$ cat src/rtl/bpb_pkg.sv
package bpb_pkg;
  typedef enum logic [1:0] {
    FS_IDLE = 2'd0,
    FS_REQ  = 2'd1,
    FS_FILL = 2'd2
  } fill_state_e;
endpackage

$ cat src/rtl/bpb_line_buf.sv
// Read line storage: filled beat by beat, patched by write hits.
module bpb_line_buf #(
  parameter int DW    = 32,
  parameter int WORDS = 8,
  parameter int TAG_W = 27
) (
  input  logic                     clk,
  input  logic                     rst_n,
  input  logic                     fill_start,
  input  logic [TAG_W-1:0]         fill_tag,
  input  logic                     beat_valid,
  input  logic [DW-1:0]            beat_data,
  input  logic                     upd_en,
  input  logic [$clog2(WORDS)-1:0] upd_idx,
  input  logic [DW/8-1:0]          upd_be,
  input  logic [DW-1:0]            upd_data,
  input  logic [$clog2(WORDS)-1:0] rd_idx,
  output logic                     line_valid,
  output logic [TAG_W-1:0]         line_tag,
  output logic [DW-1:0]            rd_data,
  output logic                     fill_last
);
  localparam int IDX_W = $clog2(WORDS);
  localparam int BE_W  = DW / 8;

  logic [DW-1:0]    words_q [WORDS];
  logic [IDX_W-1:0] beat_cnt_q;

  assign fill_last = beat_valid && (beat_cnt_q == IDX_W'(WORDS - 1));
  assign rd_data   = words_q[rd_idx];

  always_ff @(posedge clk) begin
    if (!rst_n) begin
      line_valid <= 1'b0;
      line_tag   <= '0;
      beat_cnt_q <= '0;
    end else if (fill_start) begin
      line_valid <= 1'b0;
      line_tag   <= fill_tag;
      beat_cnt_q <= '0;
    end else if (beat_valid) begin
      beat_cnt_q <= beat_cnt_q + 1'b1;
      if (fill_last) line_valid <= 1'b1;
    end
  end

  always_ff @(posedge clk) begin
    for (int w = 0; w < WORDS; w++) begin
      for (int b = 0; b < BE_W; b++) begin
        if (beat_valid && beat_cnt_q == IDX_W'(w))
          words_q[w][8*b +: 8] <= beat_data[8*b +: 8];
        else if (upd_en && upd_idx == IDX_W'(w) && upd_be[b])
          words_q[w][8*b +: 8] <= upd_data[8*b +: 8];
      end
    end
  end
endmodule

$ cat src/rtl/bpb_wr_merge.sv
// Posted write line: gathers byte writes to one line until drained.
module bpb_wr_merge #(
  parameter int DW    = 32,
  parameter int WORDS = 8,
  parameter int TAG_W = 27
) (
  input  logic                      clk,
  input  logic                      rst_n,
  input  logic                      wr_en,
  input  logic [TAG_W-1:0]          wr_tag,
  input  logic [$clog2(WORDS)-1:0]  wr_idx,
  input  logic [DW/8-1:0]           wr_be,
  input  logic [DW-1:0]             wr_data,
  input  logic                      drain,
  output logic                      buf_valid,
  output logic [TAG_W-1:0]          buf_tag,
  output logic [WORDS*DW-1:0]       buf_data,
  output logic [WORDS*DW/8-1:0]     buf_be
);
  localparam int IDX_W = $clog2(WORDS);
  localparam int BE_W  = DW / 8;

  always_ff @(posedge clk) begin
    if (!rst_n) begin
      buf_valid <= 1'b0;
      buf_tag   <= '0;
      buf_data  <= '0;
      buf_be    <= '0;
    end else if (wr_en) begin
      buf_valid <= 1'b1;
      buf_tag   <= wr_tag;
      for (int w = 0; w < WORDS; w++) begin
        for (int b = 0; b < BE_W; b++) begin
          if (wr_idx == IDX_W'(w) && wr_be[b]) begin
            buf_be[w*BE_W + b]          <= 1'b1;
            buf_data[w*DW + 8*b +: 8]   <= wr_data[8*b +: 8];
          end else if (drain) begin
            buf_be[w*BE_W + b]          <= 1'b0;
          end
        end
      end
    end else if (drain) begin
      buf_valid <= 1'b0;
      buf_be    <= '0;
    end
  end
endmodule

$ cat src/rtl/bpb_miss_fsm.sv
// Line fetch sequencer: request, then collect the burst.
module bpb_miss_fsm
  import bpb_pkg::*;
#(
  parameter int TAG_W = 27
) (
  input  logic             clk,
  input  logic             rst_n,
  input  logic             miss_go,
  input  logic [TAG_W-1:0] miss_tag,
  input  logic             req_ready,
  input  logic             fill_last,
  output logic             req_valid,
  output logic [TAG_W-1:0] req_tag,
  output logic             fill_active,
  output logic             fill_start,
  output logic             idle
);
  fill_state_e st_q;

  assign req_valid   = (st_q == FS_REQ);
  assign fill_start  = req_valid && req_ready;
  assign fill_active = (st_q == FS_FILL);
  assign idle        = (st_q == FS_IDLE);

  always_ff @(posedge clk) begin
    if (!rst_n) begin
      st_q    <= FS_IDLE;
      req_tag <= '0;
    end else begin
      unique case (st_q)
        FS_IDLE: if (miss_go) begin
          st_q    <= FS_REQ;
          req_tag <= miss_tag;
        end
        FS_REQ:  if (req_ready) st_q <= FS_FILL;
        FS_FILL: if (fill_last) st_q <= FS_IDLE;
        default: st_q <= FS_IDLE;
      endcase
    end
  end
endmodule

$ cat src/rtl/bus_port_buffer.sv
module bus_port_buffer
  import bpb_pkg::*;
#(
  parameter int AW    = 32,
  parameter int DW    = 32,
  parameter int WORDS = 8
) (
  input  logic                   clk,
  input  logic                   rst_n,
  input  logic                   bus_valid,
  input  logic                   bus_write,
  input  logic [AW-1:0]          bus_addr,
  input  logic [DW/8-1:0]        bus_be,
  input  logic [DW-1:0]          bus_wdata,
  output logic                   bus_ready,
  output logic [DW-1:0]          bus_rdata,
  output logic                   rd_req_valid,
  input  logic                   rd_req_ready,
  output logic [AW-1:0]          rd_req_addr,
  input  logic                   rd_rsp_valid,
  input  logic [DW-1:0]          rd_rsp_data,
  output logic                   wr_req_valid,
  input  logic                   wr_req_ready,
  output logic [AW-1:0]          wr_req_addr,
  output logic [WORDS*DW-1:0]    wr_req_data,
  output logic [WORDS*DW/8-1:0]  wr_req_be
);
  localparam int BE_W   = DW / 8;
  localparam int IDX_W  = $clog2(WORDS);
  localparam int BYTE_W = $clog2(BE_W);
  localparam int OFF_W  = IDX_W + BYTE_W;
  localparam int TAG_W  = AW - OFF_W;

  logic [TAG_W-1:0] bus_tag, line_tag, wb_tag, req_tag;
  logic [IDX_W-1:0] bus_idx;
  logic line_valid, wb_valid, fill_last, fill_active, fill_start, fsm_idle;
  logic is_rd, is_wr, rd_hit, wb_match, wr_accept, drain, miss_go;

  assign bus_tag  = bus_addr[AW-1:OFF_W];
  assign bus_idx  = bus_addr[OFF_W-1:BYTE_W];
  assign is_rd    = bus_valid && !bus_write;
  assign is_wr    = bus_valid && bus_write;
  assign rd_hit   = line_valid && (line_tag == bus_tag);
  assign wb_match = wb_valid && (wb_tag == bus_tag);

  always_comb begin
    if (is_wr)      bus_ready = !wb_valid || wb_match;
    else if (is_rd) bus_ready = rd_hit;
    else            bus_ready = 1'b1;
  end

  assign wr_accept = is_wr && bus_ready;
  assign drain     = wb_valid && wr_req_ready;
  assign miss_go   = fsm_idle && is_rd && !rd_hit && !wb_match;

  assign rd_req_addr  = {req_tag, {OFF_W{1'b0}}};
  assign wr_req_addr  = {wb_tag, {OFF_W{1'b0}}};
  assign wr_req_valid = wb_valid;

  bpb_line_buf #(.DW(DW), .WORDS(WORDS), .TAG_W(TAG_W)) u_line (
    .clk        (clk),
    .rst_n      (rst_n),
    .fill_start (fill_start),
    .fill_tag   (req_tag),
    .beat_valid (rd_rsp_valid && fill_active),
    .beat_data  (rd_rsp_data),
    .upd_en     (wr_accept && rd_hit),
    .upd_idx    (bus_idx),
    .upd_be     (bus_be),
    .upd_data   (bus_wdata),
    .rd_idx     (bus_idx),
    .line_valid (line_valid),
    .line_tag   (line_tag),
    .rd_data    (bus_rdata),
    .fill_last  (fill_last)
  );

  bpb_wr_merge #(.DW(DW), .WORDS(WORDS), .TAG_W(TAG_W)) u_wbuf (
    .clk       (clk),
    .rst_n     (rst_n),
    .wr_en     (wr_accept),
    .wr_tag    (bus_tag),
    .wr_idx    (bus_idx),
    .wr_be     (bus_be),
    .wr_data   (bus_wdata),
    .drain     (drain),
    .buf_valid (wb_valid),
    .buf_tag   (wb_tag),
    .buf_data  (wr_req_data),
    .buf_be    (wr_req_be)
  );

  bpb_miss_fsm #(.TAG_W(TAG_W)) u_fsm (
    .clk         (clk),
    .rst_n       (rst_n),
    .miss_go     (miss_go),
    .miss_tag    (bus_tag),
    .req_ready   (rd_req_ready),
    .fill_last   (fill_last),
    .req_valid   (rd_req_valid),
    .req_tag     (req_tag),
    .fill_active (fill_active),
    .fill_start  (fill_start),
    .idle        (fsm_idle)
  );
endmodule

$ cat config.mk
export PLATFORM = sky130hd
export DESIGN_NAME = bus_port_buffer
export DESIGN_NICKNAME = d
export VERILOG_FILES = /design/src/rtl/bpb_pkg.sv /design/src/rtl/bpb_line_buf.sv /design/src/rtl/bpb_wr_merge.sv /design/src/rtl/bpb_miss_fsm.sv /design/src/rtl/bus_port_buffer.sv
export SDC_FILE = /design/constraint.sdc
export NUM_CORES = 1
export LEC_CHECK = 0
export ABC_AREA = 1
export ABC_CLOCK_PERIOD_IN_PS = 4300
export BUFFER_PORTS_ARGS = -buffer_cell sky130_fd_sc_hd__buf_4
export CORE_ASPECT_RATIO = 1.2
export CORE_MARGIN = 8
export CORE_UTILIZATION = 40
export DETAILED_ROUTE_END_ITERATION = 10
export GPL_ROUTABILITY_DRIVEN = 1
export HOLD_SLACK_MARGIN = 0.03
export PLACE_DENSITY = 0.71
export SLEW_MARGIN = 20
export SYNTH_ARGS = -nofsm -noshare
export SYNTH_HDL_FRONTEND = slang
export SYNTH_SLANG_ARGS = --single-unit
export TNS_END_PERCENT = 50
$ cat constraint.sdc
create_clock -name clk -period 4.3 [get_ports clk]
set_input_delay 0.215 -clock clk [delete_from_list [all_inputs] [get_ports clk]]
set_output_delay 0.215 -clock clk [all_outputs]
set_load 0.02 [all_outputs]
==> flow_summary.ini <==
[flow_run]
number_of_max_capacitance_violations_reported = 0

[worst_setup_path]
crit_required_ns = 4.69
critical_path_buf_inv_count = 2
critical_path_class = register to register
reg2regPathDepth = 14
crit_arrival_ns = 3.83
r2r-end = u_line.words_q[1][23]
crit_top_cell = nand2_1
crit_path_cell_chain = inv_1 > nand2_1 > nand2_1 > nor2_1 > nand2_1 > nor2_1 > nand2_1 > o21bai_4 > buf_4 > nand3_1 > nor2_4 > nand2_2 > nand2_1 > nand2_1
worstPathMaxFanout = 20
critical-path-max-stage-delay_ns = 0.61
startpoint_type = register
critical_path.endpoint = u_line.words_q[1][23]
endpoint_kind = register
critical-path-top-delay-family = simple AND/OR/NAND/NOR gates
cp-startpoint = u_wbuf.buf_tag[9]
reg_to_reg_critical_path_startpoint = u_wbuf.buf_tag[9]
timing.reg2reg.setup_slack_ns = 0.86
worst_path_max_delay_cell = nand3_1
worst-path-stages = 14

[final_layout]
syn_to_final_growth_pct = 25.0
filler_cell_count = 6657
final_layout_size_suffix_gt1_share_pct = 19.4
final_core_utilization_pct = 50.1
finalNetCount = 4088

[detailed_routing]
wire_per_inst_um = 22.6
post_drt_via_cell_ratio = 5.56
initialDrtViolationCount = 2956
drt-total-wl_mm = 112
detailedRoute.firstPassIterationCount = 6
number_of_remaining_drc_errors = 0
post_route_antenna_net_violation_count = 0
routed-via-count = 27602

[worst_hold_path]
worstHoldPathCells = 3
worst_hold_path_type = input port to register

[grt]
number_of_antenna_violations_at_the_first_check_in_global_routing = 5
grt_use_total_pct = 26.4
busiest_layer = met2
grt_first_pass_wirelength_mm = 163
pin_count_of_the_biggest_net_entering_global_routing = 156
groute.layer.met3.usage_pct = 7.49
first_global_vias = 26011
gr-usage-met1_pct = 31.5
gr-usage-met2_pct = 43.4
globalRoute.totalOverflow = 0

[timing]
min_period_ns = 3.44
worst_pin_slew_ns = 1.14
timing.final.max_slew_violations = 0
fin_crit_sh_pct = 80.1
rsz0062_at_grt = no
fin_worst_skew_ns = 0.0314
clock.fmax_mhz = 290
max_slew_margin_pct = 24.3
finish_stage_setup_viols = 0
setup-tns-final_ns = 0
hold_viol_final = 0

[synthesis]
ys.warnings.count = 0
postSynthRegisterBits = 632
yosys.area_share.xor_xnor_pct = 0.365
synth-simple-area-share_pct = 29.4
syn-cell-area_um2 = 28800
synthAdderAreaFrac_pct = 0.261
ys_seq_area_share_pct = 52.8
yosys-mux-area-fraction_pct = 0
combinational_family_with_the_most_area_after_synthesis = simple AND/OR/NAND/NOR gates
synth-compound-area-share_pct = 10.7
netlist_instances = 3539
syn_area_per_cell_um2 = 8.14
ys_types = 36

[placement]
dp_hpwl_mm = 76.9
numPortBuffers = 481
globalplace.congestion = 0.897

[clock_tree]
insertion_delay_ns = 0.66
cts_resized = 0
h_tree_lvls = 2
tritoncts.num_buffers = 60
cts_max_path_buffers = 3
clock-sinks = 632
root_buffer_selected_by_cts = clkbuf_16
cts.reportedPaths.clkPinSlew_ns = 0.07
tritoncts = done

[pwr]
static-leakage-power_nw = 14.4
power_density_nw_per_um2 = 372
peakVddDrop_mv = 0.344

[floorplan]
fp-row-count = 108
die_h_um = 310
design.die.area_um2 = 80900
initial_core_util_pct = 40.1
ioPinCount = 494
die_width_um = 261
floorplan.core_area_um2 = 71900

[run_status]
run_status = completed
[area by class of cell]
class / instances / area (µm²) / share of cell area (%)
inverter: 95 / 369 / 1.02
tap: 935 / 1170 / 3.25
timing repair buffer: 670 / 5320 / 14.8
multi-input combinational: 2516 / 11800 / 32.8
clock buffer: 78 / 1760 / 4.87
antenna: 5 / 12.5 / 0.0347
clock inverter: 35 / 364 / 1.01
sequential: 632 / 15200 / 42.2
[cells in the final DEF (no fill, tap or decap), types with 3 or more instances in the layout]
cell,netlist,routed
inv_2,16,17
nand3_2,9,14
a211oi_1,14,14
a22oi_1,64,64
inv_6,0,3
dfxtp_1,376,376
ha_1,6,6
o21ai_1,2,3
a21oi_1,347,347
nor3_1,19,19
nor2_1,183,181
clkbuf_8,0,8
diode_2,0,5
clkinv_2,0,17
nand2_4,15,15
clkbuf_1,175,5
nand4_1,24,24
conb_1,1,10
clkinv_1,2,4
xor2_1,4,4
a31oi_1,32,32
xnor2_1,8,8
buf_12,0,4
dlygate4sd3_1,0,94
o21ai_0,105,104
inv_4,0,3
nand3_1,549,544
edfxtp_1,256,256
inv_1,77,75
clkbuf_16,0,65
buf_4,15,572
nor2_4,32,34
nand2_2,15,16
nand2_1,1069,1068
bufinv_16,0,6
[sequential cells by signal (all words and copies together) (netlist names)]
register           flops
u_line.words_q       256
u_wbuf.buf_data      256
u_wbuf.buf_be         32
u_fsm.req_tag         27
u_line.line_tag       27
u_wbuf.buf_tag        27
u_line.beat_cnt_q      3
u_fsm.st_q             2
u_line.line_valid      1
u_wbuf.buf_valid       1
[per-layer routing]
| layer | vias up | wire length [µm] | part of all wire (%) |
|---|---|---|---|
| met5 | - | 13 | 0.012 |
| met3 | 324 | 12300 | 11 |
| met4 | 2 | 6210 | 5.5 |
| li1 | 12779 | - | - |
| met1 | 13002 | 40900 | 36 |
| met2 | 1495 | 52800 | 47 |
[worst register-to-register path: stages, from the launching register on]
cell and delay [ns]:
dfxtp_1 0.36, inv_1 0.06, nand2_1 0.05, nand2_1 0.04, nor2_1 0.12, nand2_1 0.09
nor2_1 0.13, nand2_1 0.16, o21bai_4 0.40, buf_4 0.38, nand3_1 0.61, nor2_4 0.45
nand2_2 0.18, nand2_1 0.11, nand2_1 0.05
[cell usage after synthesis]
| master | instances | share of area, % |
|---|---|---|
| nand2_1 | 1069 | 14 |
| nand3_1 | 549 | 9.5 |
| dfxtp_1 | 376 | 26 |
| a21oi_1 | 347 | 6.0 |
| edfxtp_1 | 256 | 27 |
| nor2_1 | 183 | 2.4 |
| clkbuf_1 | 175 | 2.3 |
| o21ai_0 | 105 | 1.8 |
| inv_1 | 77 | 1.0 |
| buf_2 | 67 | 1.2 |
| a22oi_1 | 64 | 1.7 |
| a31oi_1 | 32 | 0.69 |
| nor2_4 | 32 | 1.3 |
| buf_6 | 28 | 1.1 |
| nand4_1 | 24 | 0.52 |
| buf_1 | 20 | 0.26 |
| nor3_1 | 19 | 0.33 |
| inv_2 | 16 | 0.21 |
| buf_4 | 15 | 0.39 |
| nand2_2 | 15 | 0.33 |
| nand2_4 | 15 | 0.59 |
| a211oi_1 | 14 | 0.36 |
| nand3_2 | 9 | 0.31 |
| xnor2_1 | 8 | 0.24 |
| ha_1 | 6 | 0.26 |
| xor2_1 | 4 | 0.12 |
| clkinv_1 | 2 | 0.026 |
| nand3b_1 | 2 | 0.052 |
| nand4_4 | 2 | 0.15 |
| o21ai_1 | 2 | 0.035 |
| and2_1 | 1 | 0.022 |
| conb_1 | 1 | 0.013 |
| nor2_2 | 1 | 0.022 |
| nor3b_1 | 1 | 0.026 |
| o21a_1 | 1 | 0.026 |
| o21bai_4 | 1 | 0.065 |
[cells by family after synthesis]
| logic type | count (synthesis) |
|---|---|
| flip-flops | 632 |
| other | 1 |
| AO/OA/AOI/OAI | 566 |
| AND/OR/NAND/NOR | 1922 |
| XOR/XNOR | 12 |
| buffers and inverters | 400 |
| adder cells (fa/ha/maj) | 6 |
[worst min path at each step]
stage	end	slack, ns	startpoint
after floorplan	u_wbuf.buf_tag[23]	0.34	bus_addr[28]
after global placement	u_wbuf.buf_data[206]	0.45	u_wbuf.buf_data[206]
after detailed placement	u_wbuf.buf_be[22]	0.46	u_wbuf.buf_be[22]
after CTS	u_line.line_tag[5]	0.14	rst_n
after global routing	u_fsm.req_tag[2]	0.20	rst_n
final	u_fsm.req_tag[4]	0.15	rst_n
[power by group]
| part | leakage (nW) | internal [W] | switching, W |
|---|---|---|---|
| registers | 5.34 | 0.00630 | 0.0000529 |
| clock network | 1.06 | 0.00325 | 0.00246 |
| logic | 7.95 | 0.000430 | 0.000922 |
| total | 14.4 | 0.00998 | 0.00344 |
[metrics by stage]
step	hold WS (ns)	worst slack (ns)	instances	power, W	cell area (µm²)
global placement	0.450	0.971	4754	0.00772	33000
finish	0.146	0.858	4966	0.0134	36000
global route	0.203	0.627	4964	0.0138	36000
detailed placement	0.456	0.941	4754	0.00774	33000
floorplan	0.343	1.64	3548	0.00723	28900
CTS	0.143	0.886	4961	0.0134	36000
[timing repair]
item,in CTS,in global routing
buffers inserted,0,0
hold buffers,94,0
hold endpoints to repair,565,0
Note: power is estimated with default switching activity, not from simulation.
